File: src/rtl/ser_reg_pkg.sv
package ser_reg_pkg;

    // Protocol states of the serial port
    typedef enum logic [1:0] {
        ST_CMD   = 2'd0,
        ST_WRITE = 2'd1,
        ST_READ  = 2'd2,
        ST_CWAIT = 2'd3
    } proto_st_e;

    // States of the conversion-result manager
    typedef enum logic [1:0] {
        CV_IDLE = 2'd0,
        CV_HOLD = 2'd1,
        CV_UPD  = 2'd2
    } conv_st_e;

    // Command byte field positions (decoded by the protocol machine)
    localparam int CMD_WEN_BIT   = 7;
    localparam int CMD_RD_BIT    = 6;
    localparam int CMD_SEL_HI    = 5;
    localparam int CMD_SEL_LO    = 4;
    localparam int CMD_CREAD_BIT = 3;

    // Register select codes
    localparam logic [1:0] SEL_STAT = 2'b00;
    localparam logic [1:0] SEL_MODE = 2'b01;
    localparam logic [1:0] SEL_FILT = 2'b10;
    localparam logic [1:0] SEL_DATA = 2'b11;

endpackage

File: src/rtl/ser_pin_sync.sv
module ser_pin_sync #(
    parameter int             N       = 3,
    parameter int             STAGES  = 2,
    parameter logic [N-1:0]   RST_VAL = '0
) (
    input  logic         clk,
    input  logic         rst_n,
    input  logic [N-1:0] pin,
    output logic [N-1:0] lvl
);

    for (genvar i = 0; i < N; i++) begin : g_bit
        logic [STAGES-1:0] chain;
        always_ff @(posedge clk or negedge rst_n) begin
            if (!rst_n) begin
                chain <= {STAGES{RST_VAL[i]}};
            end else begin
                chain <= {chain[STAGES-2:0], pin[i]};
            end
        end
        assign lvl[i] = chain[STAGES-1];
    end

endmodule

File: src/rtl/ser_conv_mgr.sv
module ser_conv_mgr
    import ser_reg_pkg::*;
#(
    parameter int DW = 16
) (
    input  logic          clk,
    input  logic          rst_n,
    input  logic          soft_rst,
    input  logic          conv_valid,
    input  logic [DW-1:0] conv_data,
    input  logic          busy,
    input  logic          rd_done,
    output logic [DW-1:0] word_fwd,
    output logic          rdy_n
);

    conv_st_e      cv_q, cv_d;
    logic [DW-1:0] data_q, data_d;
    logic [DW-1:0] pend_q, pend_d;
    logic          rdy_q, rdy_d;

    // State register
    always_ff @(posedge clk or negedge rst_n) begin
        if (!rst_n) begin
            cv_q   <= CV_IDLE;
            data_q <= '0;
            pend_q <= '0;
            rdy_q  <= 1'b1;
        end else begin
            cv_q   <= cv_d;
            data_q <= data_d;
            pend_q <= pend_d;
            rdy_q  <= rdy_d;
        end
    end

    // Next state and outputs
    always_comb begin
        cv_d   = cv_q;
        data_d = data_q;
        pend_d = pend_q;
        rdy_d  = rdy_q;
        if (soft_rst) begin
            cv_d   = CV_IDLE;
            data_d = '0;
            pend_d = '0;
            rdy_d  = 1'b1;
        end else begin
            if (rd_done) rdy_d = 1'b1;
            unique case (cv_q)
                CV_IDLE: begin
                    if (conv_valid) begin
                        pend_d = conv_data;
                        if (busy) begin
                            cv_d = CV_HOLD;
                        end else begin
                            cv_d  = CV_UPD;
                            rdy_d = 1'b1;
                        end
                    end
                end
                CV_HOLD: begin
                    if (conv_valid) pend_d = conv_data;
                    if (!busy) begin
                        cv_d  = CV_UPD;
                        rdy_d = 1'b1;
                    end
                end
                CV_UPD: begin
                    data_d = pend_q;
                    rdy_d  = 1'b0;
                    cv_d   = CV_IDLE;
                    if (conv_valid) begin
                        pend_d = conv_data;
                        if (busy) begin
                            cv_d = CV_HOLD;
                        end else begin
                            cv_d  = CV_UPD;
                            rdy_d = 1'b1;
                        end
                    end
                end
                default: cv_d = CV_IDLE;
            endcase
        end
    end

    // A load in the update cycle takes the word that is about to land
    assign word_fwd = (cv_q == CV_UPD) ? pend_q : data_q;
    assign rdy_n    = rdy_q;

    // the data register only changes after ready has been high
    a_r6_rdy_before_update: assert property (@(posedge clk) disable iff (!rst_n)
        (!$stable(data_q) && !$past(soft_rst)) |-> $past(rdy_q));

    // the word is frozen across an ongoing data read
    a_r7_frozen_in_read: assert property (@(posedge clk) disable iff (!rst_n)
        (busy && $past(busy) && $past(busy, 2) && !$past(soft_rst)) |-> $stable(data_q));

    // a finished data read raises ready
    a_r5_done_raises_rdy: assert property (@(posedge clk) disable iff (!rst_n)
        rd_done |=> rdy_q);

endmodule

File: src/rtl/ser_proto_fsm.sv
module ser_proto_fsm
    import ser_reg_pkg::*;
#(
    parameter int         DW        = 16,
    parameter int         RW        = 8,
    parameter int         ONES_LEN  = 32,
    parameter logic [7:0] MODE_INIT = 8'h0A,
    parameter logic [7:0] FILT_INIT = 8'h04
) (
    input  logic          clk,
    input  logic          rst_n,
    input  logic          cs_hi,
    input  logic          sclk_lvl,
    input  logic          din_lvl,
    input  logic          rdy_n,
    input  logic [DW-1:0] word_fwd,
    output logic          soft_rst,
    output logic          busy,
    output logic          rd_done,
    output logic          dout
);

    localparam int CW = $clog2(DW + 1);
    localparam int OW = $clog2(ONES_LEN + 1);

    proto_st_e     st_q, st_d;
    logic [CW-1:0] cnt_q, cnt_d;
    logic [RW-2:0] sh_in_q, sh_in_d;
    logic [DW-1:0] sh_out_q, sh_out_d;
    logic [1:0]    sel_q, sel_d;
    logic          cread_q, cread_d;
    logic [RW-1:0] mode_q, mode_d;
    logic [RW-1:0] filt_q, filt_d;
    logic [OW-1:0] ones_q, ones_d;
    logic          sclk_prev_q;

    logic          rise, fall, load_data;
    logic [RW-1:0] cmd_word;
    logic [1:0]    cmd_sel;
    logic [DW-1:0] view;
    logic [CW-1:0] last_bit;

    assign rise     = sclk_lvl & ~sclk_prev_q;
    assign fall     = ~sclk_lvl & sclk_prev_q;
    assign cmd_word = {sh_in_q, din_lvl};
    assign cmd_sel  = cmd_word[CMD_SEL_HI:CMD_SEL_LO];
    assign last_bit = (sel_q == SEL_DATA) ? CW'(DW - 1) : CW'(RW - 1);

    // Left-aligned view of the register a read command selects
    always_comb begin
        view = '0;
        unique case (cmd_sel)
            SEL_STAT: view[DW-1]        = rdy_n;
            SEL_MODE: view[DW-1 -: RW]  = mode_q;
            SEL_FILT: view[DW-1 -: RW]  = filt_q;
            SEL_DATA: view              = word_fwd;
            default:  view              = '0;
        endcase
    end

    // State register
    always_ff @(posedge clk or negedge rst_n) begin
        if (!rst_n) begin
            st_q        <= ST_CMD;
            cnt_q       <= '0;
            sh_in_q     <= '0;
            sh_out_q    <= '0;
            sel_q       <= SEL_STAT;
            cread_q     <= 1'b0;
            mode_q      <= MODE_INIT;
            filt_q      <= FILT_INIT;
            ones_q      <= '0;
            sclk_prev_q <= 1'b1;
        end else begin
            st_q        <= st_d;
            cnt_q       <= cnt_d;
            sh_in_q     <= sh_in_d;
            sh_out_q    <= sh_out_d;
            sel_q       <= sel_d;
            cread_q     <= cread_d;
            mode_q      <= mode_d;
            filt_q      <= filt_d;
            ones_q      <= ones_d;
            sclk_prev_q <= sclk_lvl;
        end
    end

    // Next state and outputs
    always_comb begin
        st_d      = st_q;
        cnt_d     = cnt_q;
        sh_in_d   = sh_in_q;
        sh_out_d  = sh_out_q;
        sel_d     = sel_q;
        cread_d   = cread_q;
        mode_d    = mode_q;
        filt_d    = filt_q;
        ones_d    = ones_q;
        soft_rst  = 1'b0;
        rd_done   = 1'b0;
        load_data = 1'b0;

        if (cs_hi)     ones_d = '0;
        else if (rise) ones_d = din_lvl ? ones_q + OW'(1) : '0;

        if (!cs_hi && rise && din_lvl && ones_q == OW'(ONES_LEN - 1)) begin
            soft_rst = 1'b1;
            ones_d   = '0;
            st_d     = ST_CMD;
            cnt_d    = '0;
            sel_d    = SEL_STAT;
            cread_d  = 1'b0;
            mode_d   = MODE_INIT;
            filt_d   = FILT_INIT;
        end else if (cs_hi) begin
            if (!(st_q == ST_READ && cnt_q == '0)) begin
                cnt_d = '0;
                st_d  = cread_q ? ST_CWAIT : ST_CMD;
            end
        end else begin
            unique case (st_q)
                ST_CMD: begin
                    if (rise) begin
                        sh_in_d = cmd_word[RW-2:0];
                        if (cnt_q == CW'(RW - 1)) begin
                            cnt_d = '0;
                            if (!cmd_word[CMD_WEN_BIT]) begin
                                sel_d = cmd_sel;
                                if (cmd_word[CMD_RD_BIT]) begin
                                    st_d      = ST_READ;
                                    sh_out_d  = view;
                                    load_data = (cmd_sel == SEL_DATA);
                                    cread_d   = (cmd_sel == SEL_DATA) && cmd_word[CMD_CREAD_BIT];
                                end else if (cmd_sel == SEL_MODE || cmd_sel == SEL_FILT) begin
                                    st_d = ST_WRITE;
                                end
                            end
                        end else begin
                            cnt_d = cnt_q + CW'(1);
                        end
                    end
                end
                ST_WRITE: begin
                    if (rise) begin
                        sh_in_d = cmd_word[RW-2:0];
                        if (cnt_q == CW'(RW - 1)) begin
                            cnt_d = '0;
                            st_d  = ST_CMD;
                            if (sel_q == SEL_MODE) mode_d = cmd_word;
                            else                   filt_d = cmd_word;
                        end else begin
                            cnt_d = cnt_q + CW'(1);
                        end
                    end
                end
                ST_READ: begin
                    if (rise) begin
                        if (cnt_q == last_bit) begin
                            cnt_d   = '0;
                            st_d    = cread_q ? ST_CWAIT : ST_CMD;
                            rd_done = (sel_q == SEL_DATA);
                        end else begin
                            cnt_d = cnt_q + CW'(1);
                        end
                    end else if (fall && cnt_q != '0) begin
                        sh_out_d = {sh_out_q[DW-2:0], 1'b0};
                    end
                end
                ST_CWAIT: begin
                    if (fall && !rdy_n) begin
                        st_d      = ST_READ;
                        sel_d     = SEL_DATA;
                        sh_out_d  = word_fwd;
                        cnt_d     = '0;
                        load_data = 1'b1;
                    end
                end
                default: st_d = ST_CMD;
            endcase
        end
    end

    assign busy = (st_q == ST_READ && sel_q == SEL_DATA) || load_data;
    assign dout = (st_q == ST_READ) ? sh_out_q[DW-1] : rdy_n;

    // the ones-run reset lands in the command state with initial registers
    a_r10_soft_reset_state: assert property (@(posedge clk) disable iff (!rst_n)
        soft_rst |=> (st_q == ST_CMD && mode_q == MODE_INIT && filt_q == FILT_INIT && !cread_q));

    // a command byte with its enable bit set leaves the port awaiting a command
    a_r2_rejected_cmd: assert property (@(posedge clk) disable iff (!rst_n)
        (st_q == ST_CMD && rise && !cs_hi && !soft_rst && cnt_q == CW'(RW - 1)
         && sh_in_q[RW-2]) |=> st_q == ST_CMD);

    // the output shifter only moves on a falling serial clock edge
    a_r4_shift_on_fall: assert property (@(posedge clk) disable iff (!rst_n)
        (st_q == ST_READ && $past(st_q) == ST_READ && !$past(fall)) |-> $stable(sh_out_q));

    // deselection drops any partly shifted word
    a_r11_frame_clears: assert property (@(posedge clk) disable iff (!rst_n)
        (cs_hi && !(st_q == ST_READ && cnt_q == '0)) |=> cnt_q == '0);

endmodule

File: src/rtl/ser_reg_slave.sv
module ser_reg_slave #(
    parameter int         DATA_W      = 16,
    parameter int         REG_W       = 8,
    parameter int         ONES_LEN    = 32,
    parameter int         SYNC_STAGES = 2,
    parameter logic [7:0] MODE_INIT   = 8'h0A,
    parameter logic [7:0] FILT_INIT   = 8'h04
) (
    input  logic              clk,
    input  logic              rst_n,
    input  logic              cs_n,
    input  logic              sclk,
    input  logic              din,
    input  logic              conv_valid,
    input  logic [DATA_W-1:0] conv_data,
    output logic              dout,
    output logic              dout_oe
);

    localparam int NPIN = 3;

    logic [NPIN-1:0]   pin_lvl;
    logic              soft_rst, busy, rd_done, rdy_n;
    logic [DATA_W-1:0] word_fwd;

    // bit 0 select (idles high), bit 1 serial clock (idles high), bit 2 data in
    ser_pin_sync #(
        .N       (NPIN),
        .STAGES  (SYNC_STAGES),
        .RST_VAL (3'b011)
    ) u_sync (
        .clk   (clk),
        .rst_n (rst_n),
        .pin   ({din, sclk, cs_n}),
        .lvl   (pin_lvl)
    );

    ser_proto_fsm #(
        .DW        (DATA_W),
        .RW        (REG_W),
        .ONES_LEN  (ONES_LEN),
        .MODE_INIT (MODE_INIT),
        .FILT_INIT (FILT_INIT)
    ) u_proto (
        .clk      (clk),
        .rst_n    (rst_n),
        .cs_hi    (pin_lvl[0]),
        .sclk_lvl (pin_lvl[1]),
        .din_lvl  (pin_lvl[2]),
        .rdy_n    (rdy_n),
        .word_fwd (word_fwd),
        .soft_rst (soft_rst),
        .busy     (busy),
        .rd_done  (rd_done),
        .dout     (dout)
    );

    ser_conv_mgr #(
        .DW (DATA_W)
    ) u_conv (
        .clk        (clk),
        .rst_n      (rst_n),
        .soft_rst   (soft_rst),
        .conv_valid (conv_valid),
        .conv_data  (conv_data),
        .busy       (busy),
        .rd_done    (rd_done),
        .word_fwd   (word_fwd),
        .rdy_n      (rdy_n)
    );

    assign dout_oe = ~pin_lvl[0];

endmodule

File: config.mk
export PLATFORM = sky130hd
export DESIGN_NAME = ser_reg_slave
export DESIGN_NICKNAME = d
export VERILOG_FILES = /design/src/rtl/ser_reg_pkg.sv /design/src/rtl/ser_pin_sync.sv /design/src/rtl/ser_conv_mgr.sv /design/src/rtl/ser_proto_fsm.sv /design/src/rtl/ser_reg_slave.sv
export SDC_FILE = /design/constraint.sdc
export NUM_CORES = 1
export LEC_CHECK = 0
export ABC_AREA = 1
export BUFFER_PORTS_ARGS = -buffer_cell sky130_fd_sc_hd__buf_2
export CAP_MARGIN = 20
export CORE_MARGIN = 8
export CORE_UTILIZATION = 55
export CTS_CLUSTER_DIAMETER = 30
export DETAILED_ROUTE_END_ITERATION = 10
export PLACE_DENSITY = 0.73
export SKIP_CTS_REPAIR_TIMING = 1
export SLEW_MARGIN = 5
export SYNTH_ARGS = -nofsm -noshare
export SYNTH_HDL_FRONTEND = slang
export SYNTH_HIERARCHICAL = 1
export SYNTH_SLANG_ARGS = --single-unit
File: constraint.sdc
create_clock -name clk -period 4.8 [get_ports clk]
set_input_delay 0.96 -clock clk [delete_from_list [all_inputs] [get_ports clk]]
set_output_delay 0.96 -clock clk [all_outputs]
set_load 0.02 [all_outputs]
---- After elaboration in Yosys (flattened, before gate mapping) ----
Cells that the tools add are included.
Widths: inputs -> output; s select.
storage, ports and cells
  register bits ........................... 97
  bits of input ports ..................... 22
  output and inout port bits .............. 2
  word-level logic and storage cells ...... 204
cells by class
  add/subtract/negate cells ............... 2
  equal/unequal tests ..................... 40
  multiplexer cells ....................... 99
  bitwise logic cells ..................... 6
  reduce and logical (&&, ||, !) cells .... 40
operator list
  kind                 number
  $mux 16              12
  $mux 8               13
  $mux 2               25
  $pmux 16 s3          1
  $mux 5               8
  $ne 4x2->1 const B   7
  $mux 1               27
  $mux 6               4
  $pmux 7 s3           1
  $reduce_and 10->1    2
  $reduce_bool 2->1    8
  $pmux 5 s3           1
  $ne 2x1->1 const B   7
  $eq 2x2->1 const B   6
  $reduce_and 6->1     2
  $reduce_and 5->1     2
  $ne 3x1->1 const B   3
  $ne 3x3->1 const B   3
  $reduce_bool 3->1    3
  $eq 2x1->1 const B   4
  $logic_and 1x1->1    8
  $pmux 2 s4           1
  $reduce_and 4->1     2
  $add 6x1->6 const B  1
  25 further kinds     36

---- Depth between registers and ports, before layout ----
Gate-level depths: netlist of run 1.
  depth in word-level cells ............... 13
  mapped depth ............................ 12

---- Cells and area by module ----
Netlist of run 1, hierarchy kept.
modules (own cells, without submodules)
  module         instances  cells each  area an instance (µm²)  seq. area each (µm²)
  ser_proto_fsm  1          443         3278.1                  1406.3
  ser_conv_mgr   1          213         1730.4                  877.1
  ser_pin_sync   1          9           177.7                   155.1
  ser_reg_slave  1          1           3.8                     0.0

---- Worst setup path before layout of run 1 ----
Ideal clock, no wire load.
  path kind ............................... flip-flop to output port
  from .................................... reg u_proto.st_q[0]
  to ...................................... out dout
  data arrival time ....................... 1.640 ns
  required time ........................... 3.840 ns
  slack ................................... 2.200 ns
  stages on the path, launching flop included .. 7
  buffers on the path ..................... 3
  path through ............................ dfrtp_1 -> inv_1 -> ha_1 -> clkbuf_1 -> buf_2 -> buf_2 -> o21ai_0
on the way
  cells in the longest elaborated chain, start to end .. 2
ends and longest elaborated chain
  item                    line                  source
  from (decl)             ser_proto_fsm.sv:26   proto_st_e st_q, st_d;
  from (signal assigned)  ser_proto_fsm.sv:75   st_q <= st_d;
  $eq 2x2->1              ser_proto_fsm.sv:184  assign dout = (st_q == ST_READ) ? sh_out_q[DW-1] : rdy_n;
  $mux 1                  ser_proto_fsm.sv:184
  to (decl)               ser_reg_slave.sv:16   output logic dout,
No other way between the ends.

---- Worst setup path after layout of run 1 ----
Same ends and word-level chain as after synthesis.

==> results of run 1 <==
-- area by class of cell --
cell class                 count  area share, %
clock buffer                  10           2.51
clock inverter                 6           1.19
inverter                      87           5.96
multi-input combinational    453           40.9
sequential                    97           44.5
tap                          111           2.53
timing repair buffer          25           2.42
-- per-layer routing --
metal / vias to the layer above / global-route usage, %
met5: - / 0
met4: 0 / 4.53
met3: 10 / 3.04
met2: 124 / 27.0
met1: 1985 / 27.5
li1: 2129 / -
-- cell usage after synthesis, types with 2 or more instances --
master    instances  area [um^2]
nand2_1         208          781
dfrtp_1          88         2200
inv_1            83          312
nand3_1          61          305
nor2_1           42          158
o21ai_0          42          210
nand4_1          18          113
nand3b_1         17          128
a21oi_1          16         80.1
buf_2            14         70.1
ha_1             12          150
dfstp_2           9          236
a22o_1            7         61.3
buf_6             6         67.6
clkbuf_1          5         18.8
inv_2             4         15.0
nand2_4           4         45.0
buf_4             3         22.5
nand2_2           3         18.8
nor3_1            3         15.0
xor2_1            3         26.3
a22oi_1           2         15.0
nor2_2            2         12.5
-- state kept, by name, indices dropped and copies added (netlist names), 6 cells and up --
| name | cells |
|---|---|
| u_conv/data_q | 16 |
| u_proto/mode_q | 8 |
| u_proto/filt_q | 8 |
| u_proto/sh_in_q | 7 |
| u_proto/sh_out_q | 16 |
| u_sync/g_bit.chain | 6 |
| u_conv/pend_q | 16 |
| u_proto/ones_q | 6 |
-- worst register-to-register path, delay by kind of cell (launching register included) --
kind                   cells  cell delay, ns
buffers and inverters      3            1.07
and+or+nand+nor            4            0.68
DFF                        1            0.54
-- worst max-delay path by stage --
stage / endpoint / slack (ns) / cells after the start
floorplan: dout / 2.20 / 6
global placement: u_conv/pend_q[13] / 2.46 / 7
detailed placement: u_conv/pend_q[7] / 2.40 / 7
CTS: dout / 2.15 / 6
global route: dout / 2.02 / 6
finish: dout / 2.16 / 6
-- metrics by stage --
stage / cells / util [%] / area [um^2] / setup WS [ns] / total power (W)
6_report: 789 / 59.6 / 5480 / 2.16 / 0.00242
5_1_grt: 789 / 59.6 / 5480 / 2.02 / 0.00260
4_1_cts: 789 / 59.6 / 5480 / 2.15 / 0.00243
3_5_place_dp: 773 / 57.4 / 5280 / 2.40 / 0.00187
3_3_place_gp: 773 / 57.4 / 5280 / 2.46 / 0.00185
2_1_floorplan: 666 / - / 5190 / 2.20 / 0.00166
-- cell families after synthesis --
logic type	after synthesis	share of synthesized area, %
compound gates	73	7.93
simple gates	365	31.9
xor+xnor	3	0.506
fa+ha+maj	12	2.89
flops	97	47.0
buf+inv	116	9.81
-- power groups by stage --
stage               clock network, W  registers, W  logic [W]
finish                      0.000550       0.00108   0.000787
global route                0.000595       0.00110   0.000901
CTS                         0.000563       0.00108   0.000783
detailed placement                 0       0.00110   0.000776
global placement                   0       0.00109   0.000763
floorplan                          0       0.00106   0.000606
==> summary.txt, run 1 <==
Power and ir drop
  • Static Leak: 2.93 nW
  • Clock power share: 22.7%
  • Power density over the cells: 441 nW/um^2
  • VDD IR-drop max: 0.000262 V
  • Switching Share: 38.7%
  • P_sw: 0.000934 W
  • Pint: 0.00148 W
  • Gate power share: 32.6%
  • Flop pwr share: 44.7%

Synth
  • Synth Warn #: 6
  • Net Count, Synth: 700
  • Syn avg cell area: 7.79 um^2
  • Prevailing post-synth register cell: dfrtp_1
  • Flops & latches, synth: 97
  • EDFF count, synth: 0
  • Synthesized area: 5190 um^2
  • Cells after synthesis: 666
  • Ys async rst share: 100%
  • Count of cell types in the netlist: 37
  • Sequential area share after synthesis: 47.0%

Critical path
  • CP required: 3.84 ns
  • Crit-path cells: inv_1 > ha_1 > buf_4 > nand2_1 > o21ai_0 > buf_2
  • CP Max Fanout: 25
  • Setup CP Type: reg2out
  • Largest stage delay, worst path: 0.44 ns
  • CP Launch Point: u_proto/st_q[0]
  • Reg2reg start: u_sync/g_bit[1].chain[1]
  • Worst path slowest cell: dfrtp_1
  • Data arrival, critical path: 1.68 ns
  • WP buf/inv: 3
  • Endpoint class of the critical path: output pin
  • Crit path launch type: register
  • R2R Setup Slk: 2.40 ns
  • Reg2reg end: u_conv/pend_q[7]
  • Reg2Reg Depth: 7
  • CP top delay family: buffers and inverters

Final layout
  • Reg area: 2440 um^2
  • Layout area overhead: 5.62%
  • Fraction of layout cells with a size suffix above 1: 10.6%
  • Number of fillers in the final layout: 878
  • Final nets: 707
  • Area of the multi-input gates: 2240 um^2
  • Commonest cells after routing, fill and taps aside: nand2_1, dfrtp_1, inv_1
  • Commonest non-fill, non-tap cell in the layout: nand2_1
  • Antenna diode count: 0

Placement
  • GP Congestion: 0.861
  • Port Buf Inserts: 23
  • Post-DP HPWL: 7.93 mm

Clock tree
  • Root buf cell: clkbuf_8
  • CTS max path bufs: 2
  • Reg clk slew, reported paths: 0.10 ns
  • H-Tree Depth: 3
  • Worst-Skew Late Latency: 0.36 ns
  • Clock sink count: 97
  • CTS Buf Count: 9
  • CTS tree: yes

Routing
  • DRC: 0
  • Detailed Route WL: 11.2 mm
  • Post-DR vias/cell: 5.38
  • WL met2: 4.96 mm
  • Top sig layer: met4
  • DR pass1 iterations: 5
  • Vias: 4248
  • DR WL met3: 558 um
  • Drt wl/cell: 14.2 um
  • M1 wire length: 5.54 mm
  • ANT nets after route: 0
  • Starting DRT DRC Count: 250

Worst hold path
  • Hold Crit Depth: 0
  • Hold Path End: u_sync/g_bit[2].chain[1]
  • Type of the worst min-delay path: reg2reg
  • Hold path start: u_sync/g_bit[2].chain[0]

Global route
  • Total track usage: 18.4%
  • Grt total ovfl: 0
  • First-pass GRT wire length: 19.5 mm
  • Initial antenna violation count: 0
  • Largest net degree at the start of global routing: 61
  • Vias in the first global route: 4004

Status
  • Status: finished, final reports clean

STA
  • WHS: 0.352 ns
  • Worst clock skew: 0.00737 ns
  • Fin crit period: 2.64 ns
  • Hold Fails Final Rpt: 0
  • Worst rel slew slack: 42.8%
  • Unrepaired setup endpoints after global routing: no
  • Fmax: 379 MHz
  • Final setup vio count: 0
  • Final-report max-slew violation count: 0
  • Setup TNS: 0 ns
  • Fin crit share: 54.9%
  • Slew @ Worst Pin: 0.857 ns

Floorplanning
  • Die width: 113 um
  • Die H: 113 um
  • Die area: 12800 um^2
  • Initial core utilization: 56.4%
  • Ports: 24
  • Core Region: 9200 um^2
  • FP Rows: 35

Flow run
  • Max cap viols: 0
Note: power is estimated with default switching activity, not from simulation.
==> run 2, diff against run 1 <==
==> constraint.sdc (replaced) <==
create_clock -name clk -period 2.5 [get_ports clk]
set_input_delay 0.5 -clock clk [delete_from_list [all_inputs] [get_ports clk]]
set_output_delay 0.5 -clock clk [all_outputs]
set_load 0.02 [all_outputs]
==> run 2 against run 1 <==
Clock skew increased by 0.0022 ns. Cell count increased by 0.63%. Hold slack got worse by 0.24 ns. Sequential power increased by 93%. Global-route usage decreased by 0.29 points. Wire length increased by 0.88%. Clock power increased by 110%. Core utilization increased by 0.80 points. Combinational power increased by 96%. Sequential share of layout area decreased by 0.59 points. Non-clock buffer count increased by 5.
==> summary.txt, run 2 (synthesis results as in run 1) <==
Global route
  • First-pass GRT wire length: 18.9 mm
  • Largest net degree at the start of global routing: 43
  • Initial antenna violation count: 0
  • Vias in the first global route: 3962
  • Total track usage: 18.1%
  • Grt total ovfl: 0

Power and ir drop
  • Pint: 0.00298 W
  • Clock power share: 24.3%
  • VDD IR-drop max: 0.000537 V
  • P_sw: 0.00179 W
  • Static Leak: 2.97 nW
  • Gate power share: 32.2%
  • Flop pwr share: 43.5%
  • Power density over the cells: 859 nW/um^2
  • Switching Share: 37.6%

Floorplanning
  • Ports: 24
  • FP Rows: 35
  • Die width: 113 um
  • Die H: 113 um
  • Die area: 12800 um^2
  • Initial core utilization: 56.4%
  • Core Region: 9200 um^2

Critical path
  • Crit-path cells: inv_1 > ha_1 > o21ai_0 > buf_2
  • Crit path launch type: register
  • Data arrival, critical path: 1.79 ns
  • CP Max Fanout: 11
  • CP required: 2.00 ns
  • CP top delay family: flip-flops
  • Endpoint class of the critical path: output pin
  • Setup CP Type: reg2out
  • WP buf/inv: 2
  • Worst path slowest cell: dfrtp_1
  • Largest stage delay, worst path: 0.45 ns

Worst hold path
  • Type of the worst min-delay path: in2async

STA
  • Final-report max-slew violation count: 0
  • Fin crit share: 91.4%
  • Slew @ Worst Pin: 0.768 ns
  • Fin crit period: 2.29 ns
  • Worst clock skew: 0.00959 ns
  • Unrepaired setup endpoints after global routing: no
  • Worst rel slew slack: 48.8%
  • Fmax: 438 MHz
  • Hold Fails Final Rpt: 0
  • Setup TNS: 0 ns
  • Final setup vio count: 0

Placement
  • Post-DP HPWL: 8.06 mm
  • Area after DPL: 5330 um^2
  • GP Congestion: 0.865
  • Port Buf Inserts: 23

Routing
  • Drt wl/cell: 14.2 um
  • Post-DR vias/cell: 5.43
  • Starting DRT DRC Count: 267
  • DR pass1 iterations: 5
  • Vias: 4309
  • ANT nets after route: 0
  • DRC: 0
  • Detailed Route WL: 11.3 mm

Final layout
  • Post-layout instance area: 5560 um^2
  • Final nets: 712
  • Commonest cells after routing, fill and taps aside: nand2_1, dfrtp_1, inv_1
  • Biggest registers after layout: u_conv/data_q x16, u_conv/pend_q x16, u_proto/sh_out_q x16
  • Layout area overhead: 7.04%
  • Fraction of layout cells with a size suffix above 1: 11.1%
  • Commonest non-fill, non-tap cell in the layout: nand2_1
  • Antenna diode count: 0

Clock tree
  • CTS Buf Count: 9
  • Clock sink count: 97
  • Reg clk slew, reported paths: 0.10 ns
  • CTS max path bufs: 2
  • Root buf cell: clkbuf_8
  • H-Tree Depth: 3
  • Worst-Skew Late Latency: 0.36 ns
  • CTS tree: yes

Flow run
  • Max cap viols: 0

Status
  • Status: finished, final reports clean
[run 2: cell types whose count changed in the layout (fill, tap and decap cells not counted)]
cell       previous run  this run
buf_4                 3         7
clkinv_2              2         0
buf_12                0         1
bufinv_16             1         2
clkbuf_1              0         1
clkinv_4              1         0
inv_6                 1         2
[run 2: per-stage QoR]
step	setup WS (ns)	power (W)	hold WS [ns]	util, %	std cells
final	0.214	0.00477	0.110	60.4	794
after global routing	0.0618	0.00511	0.151	60.4	794
after CTS	0.248	0.00478	0.132	60.4	794
after detailed placement	0.408	0.00362	0.342	57.9	778
after global placement	0.484	0.00358	0.334	57.9	778
after floorplan	0.360	0.00320	0.204	-	666
[run 2: power by group through the flow]
stage          Clock, W  Sequential [W]  Combinational [W]
2_1_floorplan         0         0.00203            0.00116
3_3_place_gp          0         0.00209            0.00149
3_5_place_dp          0         0.00210            0.00151
4_1_cts         0.00118         0.00207            0.00152
5_1_grt         0.00124         0.00212            0.00175
6_report        0.00116         0.00208            0.00154
[run 2: worst reg2reg max path, stage by stage (launching register included)]
cell,delay [ns]
dfrtp_1,0.45
ha_1,0.49
inv_1,0.20
nor2_1,0.16
a21oi_1,0.05
o31ai_1,0.35
inv_1,0.15
nor2_1,0.13
nand3_1,0.09
nand2_1,0.09
[run 2: cell type report]
type                            instances  area (um^2)
Clock inverter                          5         85.1
Multi-Input combinational cell        453         2240
Inverter                               87          327
Clock buffer                           11          141
Fill cell                             845         3640
Sequential cell                        97         2440
Timing Repair Buffer                   30          183
Tap cell                              111          139
[run 2: worst paths after layout]
kind                                     startpoint                        to  slack [ns]  cells past startpoint
min                                           rst_n       u_proto/sh_out_q[3]        0.11                      1
min in group clk                               cs_n  u_sync/g_bit[0].chain[0]        0.23                      1
max                                 u_proto/st_q[0]                      dout        0.21                      4
max in group asynchronous                     rst_n  u_sync/g_bit[0].chain[1]        1.68                      2
min reg2reg                u_sync/g_bit[2].chain[0]  u_sync/g_bit[2].chain[1]        0.36                      0
max reg2reg                         u_proto/st_q[0]            u_conv/cv_q[0]        0.30                      9
[run 2: layer usage]
layer / vias to the layer above / global-route usage [%] / wire, um
li1: 2146 / - / -
met1: 2051 / 26.1 / 5640
met2: 89 / 26.9 / 5060
met3: 23 / 2.93 / 378
met4: 0 / 6.48 / 210
met5: - / 0 / 0
